===== src/rtl/irq_pend_pkg.sv =====
package irq_pend_pkg;
   localparam int ID_W = 10;
   localparam logic [ID_W-1:0] SPURIOUS_ID = 10'd1023;
   localparam int TRIG_PER_WORD = 16;
   localparam int EN_PER_WORD   = 32;

   typedef enum logic [1:0] {
      BANK_TRIG   = 2'd0,
      BANK_ENABLE = 2'd1,
      BANK_PRIO   = 2'd2
   } reg_bank_e;
endpackage


===== src/rtl/irq_cfg_regs.sv =====
module irq_cfg_regs
   import irq_pend_pkg::*;
#(
   parameter int NUM_IRQ = 32,
   parameter int PRIO_W  = 8,
   localparam int ADDR_W = $clog2(NUM_IRQ)
) (
   input  logic                      clk,
   input  logic                      rst_n,
   input  logic                      reg_we,
   input  logic [1:0]                reg_sel,
   input  logic [ADDR_W-1:0]         reg_addr,
   input  logic [31:0]               reg_wdata,
   output logic [NUM_IRQ-1:0]        edge_mode,
   output logic [NUM_IRQ-1:0]        enable,
   output logic [NUM_IRQ*PRIO_W-1:0] prio_flat
);
   reg_bank_e bank;
   assign bank = reg_bank_e'(reg_sel);

   for (genvar i = 0; i < NUM_IRQ; i++) begin : g_cfg
      localparam int TRIG_WORD = i / TRIG_PER_WORD;
      localparam int TRIG_BIT  = 2 * (i % TRIG_PER_WORD) + 1;
      localparam int EN_WORD   = i / EN_PER_WORD;
      localparam int EN_BIT    = i % EN_PER_WORD;

      always_ff @(posedge clk) begin
         if (!rst_n) begin
            edge_mode[i]                 <= 1'b0;
            enable[i]                    <= 1'b0;
            prio_flat[i*PRIO_W +: PRIO_W] <= '0;
         end else if (reg_we) begin
            if (bank == BANK_TRIG && reg_addr == ADDR_W'(TRIG_WORD))
               edge_mode[i] <= reg_wdata[TRIG_BIT];
            if (bank == BANK_ENABLE && reg_addr == ADDR_W'(EN_WORD))
               enable[i] <= reg_wdata[EN_BIT];
            if (bank == BANK_PRIO && reg_addr == ADDR_W'(i))
               prio_flat[i*PRIO_W +: PRIO_W] <= reg_wdata[PRIO_W-1:0];
         end
      end
   end
endmodule


===== src/rtl/irq_pend_cell.sv =====
module irq_pend_cell (
   input  logic clk,
   input  logic rst_n,
   input  logic line,
   input  logic edge_mode,
   input  logic ack_hit,
   input  logic clr_hit,
   input  logic eoi_hit,
   output logic pend,
   output logic act
);
   logic line_q;
   logic rise;

   assign rise = line & ~line_q;

   always_ff @(posedge clk) begin
      if (!rst_n) begin
         line_q <= 1'b0;
         pend   <= 1'b0;
         act    <= 1'b0;
      end else begin
         line_q <= line;
         if (edge_mode)
            pend <= rise | (pend & ~ack_hit & ~clr_hit);
         else
            pend <= line;
         act <= ack_hit | (act & ~eoi_hit);
      end
   end

   assert_level_drop_R1: assert property (@(posedge clk) disable iff (!rst_n)
      (!edge_mode && !line) |=> !pend);

   assert_edge_hold_R2: assert property (@(posedge clk) disable iff (!rst_n)
      (edge_mode && pend && !ack_hit && !clr_hit) |=> pend);

   assert_level_ack_keeps_R6: assert property (@(posedge clk) disable iff (!rst_n)
      (ack_hit && !edge_mode && line) |=> pend);

   assert_active_hold_R8: assert property (@(posedge clk) disable iff (!rst_n)
      (act && !eoi_hit) |=> act);
endmodule


===== src/rtl/irq_select.sv =====
module irq_select
   import irq_pend_pkg::*;
#(
   parameter int NUM_IRQ = 32,
   parameter int PRIO_W  = 8
) (
   input  logic [NUM_IRQ-1:0]        pend_vec,
   input  logic [NUM_IRQ-1:0]        act_vec,
   input  logic [NUM_IRQ-1:0]        enable,
   input  logic [NUM_IRQ*PRIO_W-1:0] prio_flat,
   output logic                      sel_valid,
   output logic [ID_W-1:0]           sel_id,
   output logic [PRIO_W-1:0]         sel_prio,
   output logic [PRIO_W-1:0]         run_prio
);
   always_comb begin
      sel_valid = 1'b0;
      sel_id    = SPURIOUS_ID;
      sel_prio  = '1;
      run_prio  = '1;
      for (int i = 0; i < NUM_IRQ; i++) begin
         if (pend_vec[i] && enable[i] && !act_vec[i] &&
             (!sel_valid || prio_flat[i*PRIO_W +: PRIO_W] < sel_prio)) begin
            sel_valid = 1'b1;
            sel_id    = ID_W'(i);
            sel_prio  = prio_flat[i*PRIO_W +: PRIO_W];
         end
         if (act_vec[i] && prio_flat[i*PRIO_W +: PRIO_W] < run_prio)
            run_prio = prio_flat[i*PRIO_W +: PRIO_W];
      end
   end
endmodule


===== src/rtl/irq_pend_ctrl.sv =====
module irq_pend_ctrl
   import irq_pend_pkg::*;
#(
   parameter int NUM_IRQ = 32,
   parameter int PRIO_W  = 8,
   localparam int ADDR_W = $clog2(NUM_IRQ),
   localparam int IDX_W  = $clog2(NUM_IRQ)
) (
   input  logic               clk,
   input  logic               rst_n,
   input  logic [NUM_IRQ-1:0] irq_lines,
   input  logic               reg_we,
   input  logic [1:0]         reg_sel,
   input  logic [ADDR_W-1:0]  reg_addr,
   input  logic [31:0]        reg_wdata,
   input  logic               ack_rd,
   output logic [9:0]         ack_id,
   input  logic               eoi_we,
   input  logic [9:0]         eoi_id,
   input  logic               clr_we,
   input  logic [9:0]         clr_id,
   output logic               irq_out,
   output logic [PRIO_W-1:0]  run_prio
);
   if (NUM_IRQ < 2 || NUM_IRQ > 1020) begin : g_bad_count
      $error("NUM_IRQ must lie in 2..1020");
   end
   if (PRIO_W < 1 || PRIO_W > 8) begin : g_bad_prio
      $error("PRIO_W must lie in 1..8");
   end

   logic [NUM_IRQ-1:0]        edge_mode, enable, pend_vec, act_vec;
   logic [NUM_IRQ*PRIO_W-1:0] prio_flat;
   logic                      sel_valid, ack_take;
   logic [ID_W-1:0]           sel_id;
   logic [IDX_W-1:0]          sel_idx;
   logic [PRIO_W-1:0]         sel_prio;

   irq_cfg_regs #(.NUM_IRQ(NUM_IRQ), .PRIO_W(PRIO_W)) u_cfg (
      .clk, .rst_n, .reg_we, .reg_sel, .reg_addr, .reg_wdata,
      .edge_mode, .enable, .prio_flat
   );

   irq_select #(.NUM_IRQ(NUM_IRQ), .PRIO_W(PRIO_W)) u_sel (
      .pend_vec, .act_vec, .enable, .prio_flat,
      .sel_valid, .sel_id, .sel_prio, .run_prio
   );

   assign irq_out  = sel_valid && (sel_prio < run_prio);
   assign ack_id   = irq_out ? sel_id : SPURIOUS_ID;
   assign ack_take = ack_rd && irq_out;
   assign sel_idx  = sel_id[IDX_W-1:0];

   for (genvar i = 0; i < NUM_IRQ; i++) begin : g_cell
      logic ack_hit, clr_hit, eoi_hit;
      assign ack_hit = ack_take && (sel_idx == IDX_W'(i));
      assign clr_hit = clr_we && (clr_id == ID_W'(i));
      assign eoi_hit = eoi_we && (eoi_id == ID_W'(i));

      irq_pend_cell u_cell (
         .clk, .rst_n,
         .line      (irq_lines[i]),
         .edge_mode (edge_mode[i]),
         .ack_hit, .clr_hit, .eoi_hit,
         .pend      (pend_vec[i]),
         .act       (act_vec[i])
      );
   end

   assert_ack_marks_active_R6: assert property (@(posedge clk) disable iff (!rst_n)
      ack_take |=> act_vec[$past(sel_idx)]);

   assert_ack_idle_noop_R7: assert property (@(posedge clk) disable iff (!rst_n)
      (ack_rd && !irq_out && !eoi_we) |=> $stable(act_vec));

   assert_sel_not_active_R10: assert property (@(posedge clk) disable iff (!rst_n)
      sel_valid |-> !act_vec[sel_idx]);

   assert_idle_spurious_R12: assert property (@(posedge clk) disable iff (!rst_n)
      (pend_vec == '0) |-> (!irq_out && ack_id == SPURIOUS_ID));
endmodule


===== config.mk =====
export PLATFORM = sky130hd
export DESIGN_NAME = irq_pend_ctrl
export DESIGN_NICKNAME = d
export VERILOG_FILES = /design/src/rtl/irq_pend_pkg.sv /design/src/rtl/irq_cfg_regs.sv /design/src/rtl/irq_pend_cell.sv /design/src/rtl/irq_select.sv /design/src/rtl/irq_pend_ctrl.sv
export SDC_FILE = /design/constraint.sdc
export NUM_CORES = 2
export LEC_CHECK = 0
export BUFFER_PORTS_ARGS = -buffer_cell sky130_fd_sc_hd__buf_4
export CORE_MARGIN = 10
export CORE_UTILIZATION = 55
export CTS_CLUSTER_SIZE = 10
export DETAILED_ROUTE_END_ITERATION = 16
export GPL_TIMING_DRIVEN = 0
export HOLD_SLACK_MARGIN = 0.1
export PLACE_DENSITY = 0.79
export SLEW_MARGIN = 40
export SYNTH_ARGS = -nofsm -noshare
export SYNTH_HDL_FRONTEND = slang
export SYNTH_SLANG_ARGS = --single-unit

===== constraint.sdc =====
create_clock -name clk -period 64.7 [get_ports clk]
set_clock_uncertainty 0.1 [all_clocks]
set_input_delay 9.705 -clock clk [delete_from_list [all_inputs] [get_ports clk]]
set_output_delay 9.705 -clock clk [all_outputs]
set_load 0.01 [all_outputs]

==> run summary <==
Category of the critical setup timing path: flop to primary output. The critical path contains buffers and inverters numbering 65 combined. The tools report the count of routing violations after the opening detailed-route iteration as 4134. Entering global routing, the biggest net connects 15 pins. Max-cap violations in this run came to 0.

Maximum vdd drop: 0.0000224 V. The worst relative slew slack is 0.343, and the die height is 279 um. In the routed design, unresolved DRC markers number 0. The run gives 0.0462 sq mm as the finished layout cell area. The worst hold path terminates at u_cfg.enable[20].

The highest metal layer used by the detailed router was met5. For the total clock buffers created by CTS, the log shows 51. For the worst-skew pair, the clock arrives at the later sink with an insertion delay of 0.66 ns. The detail route stage leaves a number of antenna-violating nets equal to 0.

The sequential area share after synthesis is 0.226, and the routability-driven placement congestion ratio is 1.02. Setup repair after global routing could not meet its margin everywhere. The number of unique standard cell types used by synthesis is 112, and the worst setup slack for register-to-register paths is 4.93 ns. The run gives 116 as the number of top-level design ports. The run gives 3 as the number of buffers on the longest clock path. Logic depth of the worst register-to-register path: 352. The arrival time of the worst setup path came out at 58.73 ns. The delay of the slowest critical-path stage was 0.41 ns. The number of global-route vias before repair is 35005, and the mean post-synth cell area is 8.00 sq um.

The cell family contributing the most delay on the critical path is compound AO/OA/AOI/OAI gates. The logs give 0.0146 GHz for the maximum achievable frequency and 2 for the level count of the clock H-tree. The placeable core area was 0.0661 sq mm; the transition at the pin with the smallest max-transition slack was 0.985 ns. The tools report the number of antenna violations at the first check in global routing as 14.

The most used flip-flop cell after synthesis was dfxtp_1. On the critical path, the stage with the largest delay is an instance of a2111o_1. During placement, the flow inserted port buffers numbering 103. The area share of the largest cell type after synthesis is 0.226, and the number of flops mapped to enable cells by yosys is 0. The chip width is 279 um. When the netlist entered floorplanning its net count stood at 5087.

Met1 routed wirelength after detailed routing: 54.4 mm. The routed design has 142 mm of wire. Dividing the detail-routed wire length by the instance count gives 23.9 um. The setup slack of the critical path after layout is -3.83 ns. In this run the cell area measured after placement is 0.0396 sq mm. The number of max-slew violations in the final report is 0. The tightest min-delay check is of the flop to flop type. In this run the critical register-to-register path is launched from g_cell[0].u_cell.act. Total power consumption of the routed design: 0.592 mW. The checks that failed: negative setup slack. The clock-pin transition on the worst setup and hold timing paths came out at 0.06 ns.

In this design, the critical path's most frequently occurring cell is a21oi_2. After detailed routing, the met2 layer carries 63.6 mm of wire. Summed over all cells, the static leakage comes to 22.3 nW. The peak fanout along the critical path is 8, and the post-synth design cell area is 0.0369 sq mm. The area growth from synthesis to final layout is 25.2%. In this run, post-CTS hold repair placed 0 buffers. Kind of start point of the critical path: a flop. The tree is rooted in a clkbuf_16. The tightest hold path in the finished design has a slack of 0.362 ns.

The library cell with the highest instance count after synthesis was nand2_1. Counting every instance in the synthesized netlist gives 4605. The effective utilization at floorplan was 0.558; the proportion of register bits with asynchronous set or reset after synthesis was 0. By area the synthesized netlist is led by dfxtp_1 (23%), ha_1 (13%), mux2i_1 (10%). Using the TritonRoute via totals, the vias-per-cell ratio works out to 6.50. The tools report the overall fraction of global-route tracks in use as 0.325. The global-route wire length before repair is 200 mm. The tools report the endpoint of the lowest-slack register-to-register path as g_cell[17].u_cell.pend. The share of the cycle needed by the critical path after routing is 1.06. For this run, the number of Yosys warnings is 0. TritonCTS built the clock tree.

Row generation in the floorplan step produced 94 rows. The total met3 wirelength after detailed routing is 14.5 mm, and the utilization after layout is 0.698. Nature of the critical path endpoint: a primary output. The minimum clock period was 68.53 ns; the flop and latch count out of synthesis was 416. The count of TritonRoute iterations in the first routing pass is 7, and the share of final-layout standard cells stronger than drive strength 1 is 0.240.

The clock net in this run drives a total of 416 sinks. Setup violations remaining at the end of the flow were counted as 11. Power density over the cells: 12.8 mW/mm^2. Once detailed placement completed, the half-perimeter wirelength came to 100 mm.

Library cell occupying the most area in the post-synthesis netlist: dfxtp_1. The worst hold path was traced through 2 stages. Leftover overflow at the end of global routing: 0.

The commonest cells after synthesis are nand2_1 (437), dfxtp_1 (416), ha_1 (385), mux2i_1 (385), inv_1 (357). The tools report the hold violation count in the final report as 0. The worst min-delay path startpoint is u_cfg.enable[20]. Across all layers, the routed design uses 38672 vias. The logs give 54.89 ns for the data required time at the worst endpoint and 0.0778 sq mm for the total die area. For this run, the post-layout net count is 5542.

The flow ran to the end, but the final reports show violations.
[tightest hold or removal path, stage by stage (launching register included)]
cell,delay [ns]
dfxtp_1,0.30
nand2_1,0.04
a21boi_0,0.06
[worst max-delay path by stage]
stage	cells past startpoint	endpoint	startpoint	slack (ns)
final	347	ack_id[3]	g_cell[0].u_cell.act	-3.83
after global routing	347	ack_id[3]	g_cell[0].u_cell.act	-5.94
after CTS	355	ack_id[1]	g_cell[0].u_cell.act	-3.82
after detailed placement	355	ack_id[0]	g_cell[0].u_cell.act	-8.80
after global placement	355	ack_id[0]	g_cell[0].u_cell.act	-7.85
after floorplan	355	ack_id[6]	g_cell[0].u_cell.act	0.01
[placed cells by master (no fill, tap or decap), drive strengths merged, types with 56 or more instances in the layout]
master,netlist,final
a21oi,282,282
dfxtp,416,416
nor2b,310,310
inv,357,358
clkbuf,137,203
and2,65,65
o21ai,274,275
nor2,281,281
ha,385,385
nand2,438,438
nand4,56,56
a21boi,115,115
a21o,113,113
mux2,128,128
mux2i,389,389
buf,48,453
nand3,82,82
[layer usage]
layer | up-vias | track usage
li1 | 17448 | -
met1 | 18274 | 0.403
met2 | 2310 | 0.532
met3 | 630 | 0.0581
met4 | 10 | 0.170
met5 | - | 0
[stage by stage]
stage                     cells  worst slack, ns  TNS [ns]
after global placement     5572            -7.85    -91.22
final                      5953            -3.83    -40.69
after detailed placement   5576            -8.80   -111.06
after global routing       5950            -5.94    -71.74
after CTS                  5801            -3.82    -40.99
after floorplan            4605           0.0108         0
[sequential cells by signal, indices dropped and copies added (netlist names)]
name	flops
u_cfg.prio_flat	256
g_cell.u_cell.act	32
g_cell.u_cell.line_q	32
g_cell.u_cell.pend	32
u_cfg.edge_mode	32
u_cfg.enable	32
[power breakdown]
group / internal, mW / switching, mW / total (mW)
Sequential: 0.259 / 0.00209 / 0.261
Combinational: 0.0162 / 0.0298 / 0.0460
Clock: 0.163 / 0.122 / 0.285
[kinds of logic after synthesis]
family,Yosys count,synth area share
and+or+nand+nor,1531,0.215
AOI/OAI and AO/OA,1186,0.217
buffers and inverters,542,0.0583
muxes,517,0.146
DFF,416,0.226
adders and majority gates,399,0.135
xor gates and xnor gates,14,0.00333
[what timing repair did]
item,in CTS,in global routing
resized for setup,161,424
pin swaps,77,257
buffers inserted,143,143
gates cloned,4,9
endpoints found under the setup margin,73,20
[cell type report]
cell class / instances / area [sq um]
fillers: 4987 / 19900
repair buffers: 405 / 3240
flip-flops and latches: 416 / 8330
multi-input cells: 3648 / 29400
clock inverters: 8 / 155
well taps: 864 / 1080
clock buffers: 70 / 1420
inverters: 357 / 1370
plain buffers: 181 / 1120
diodes: 4 / 10.0
(Power assumes the default switching activity.)
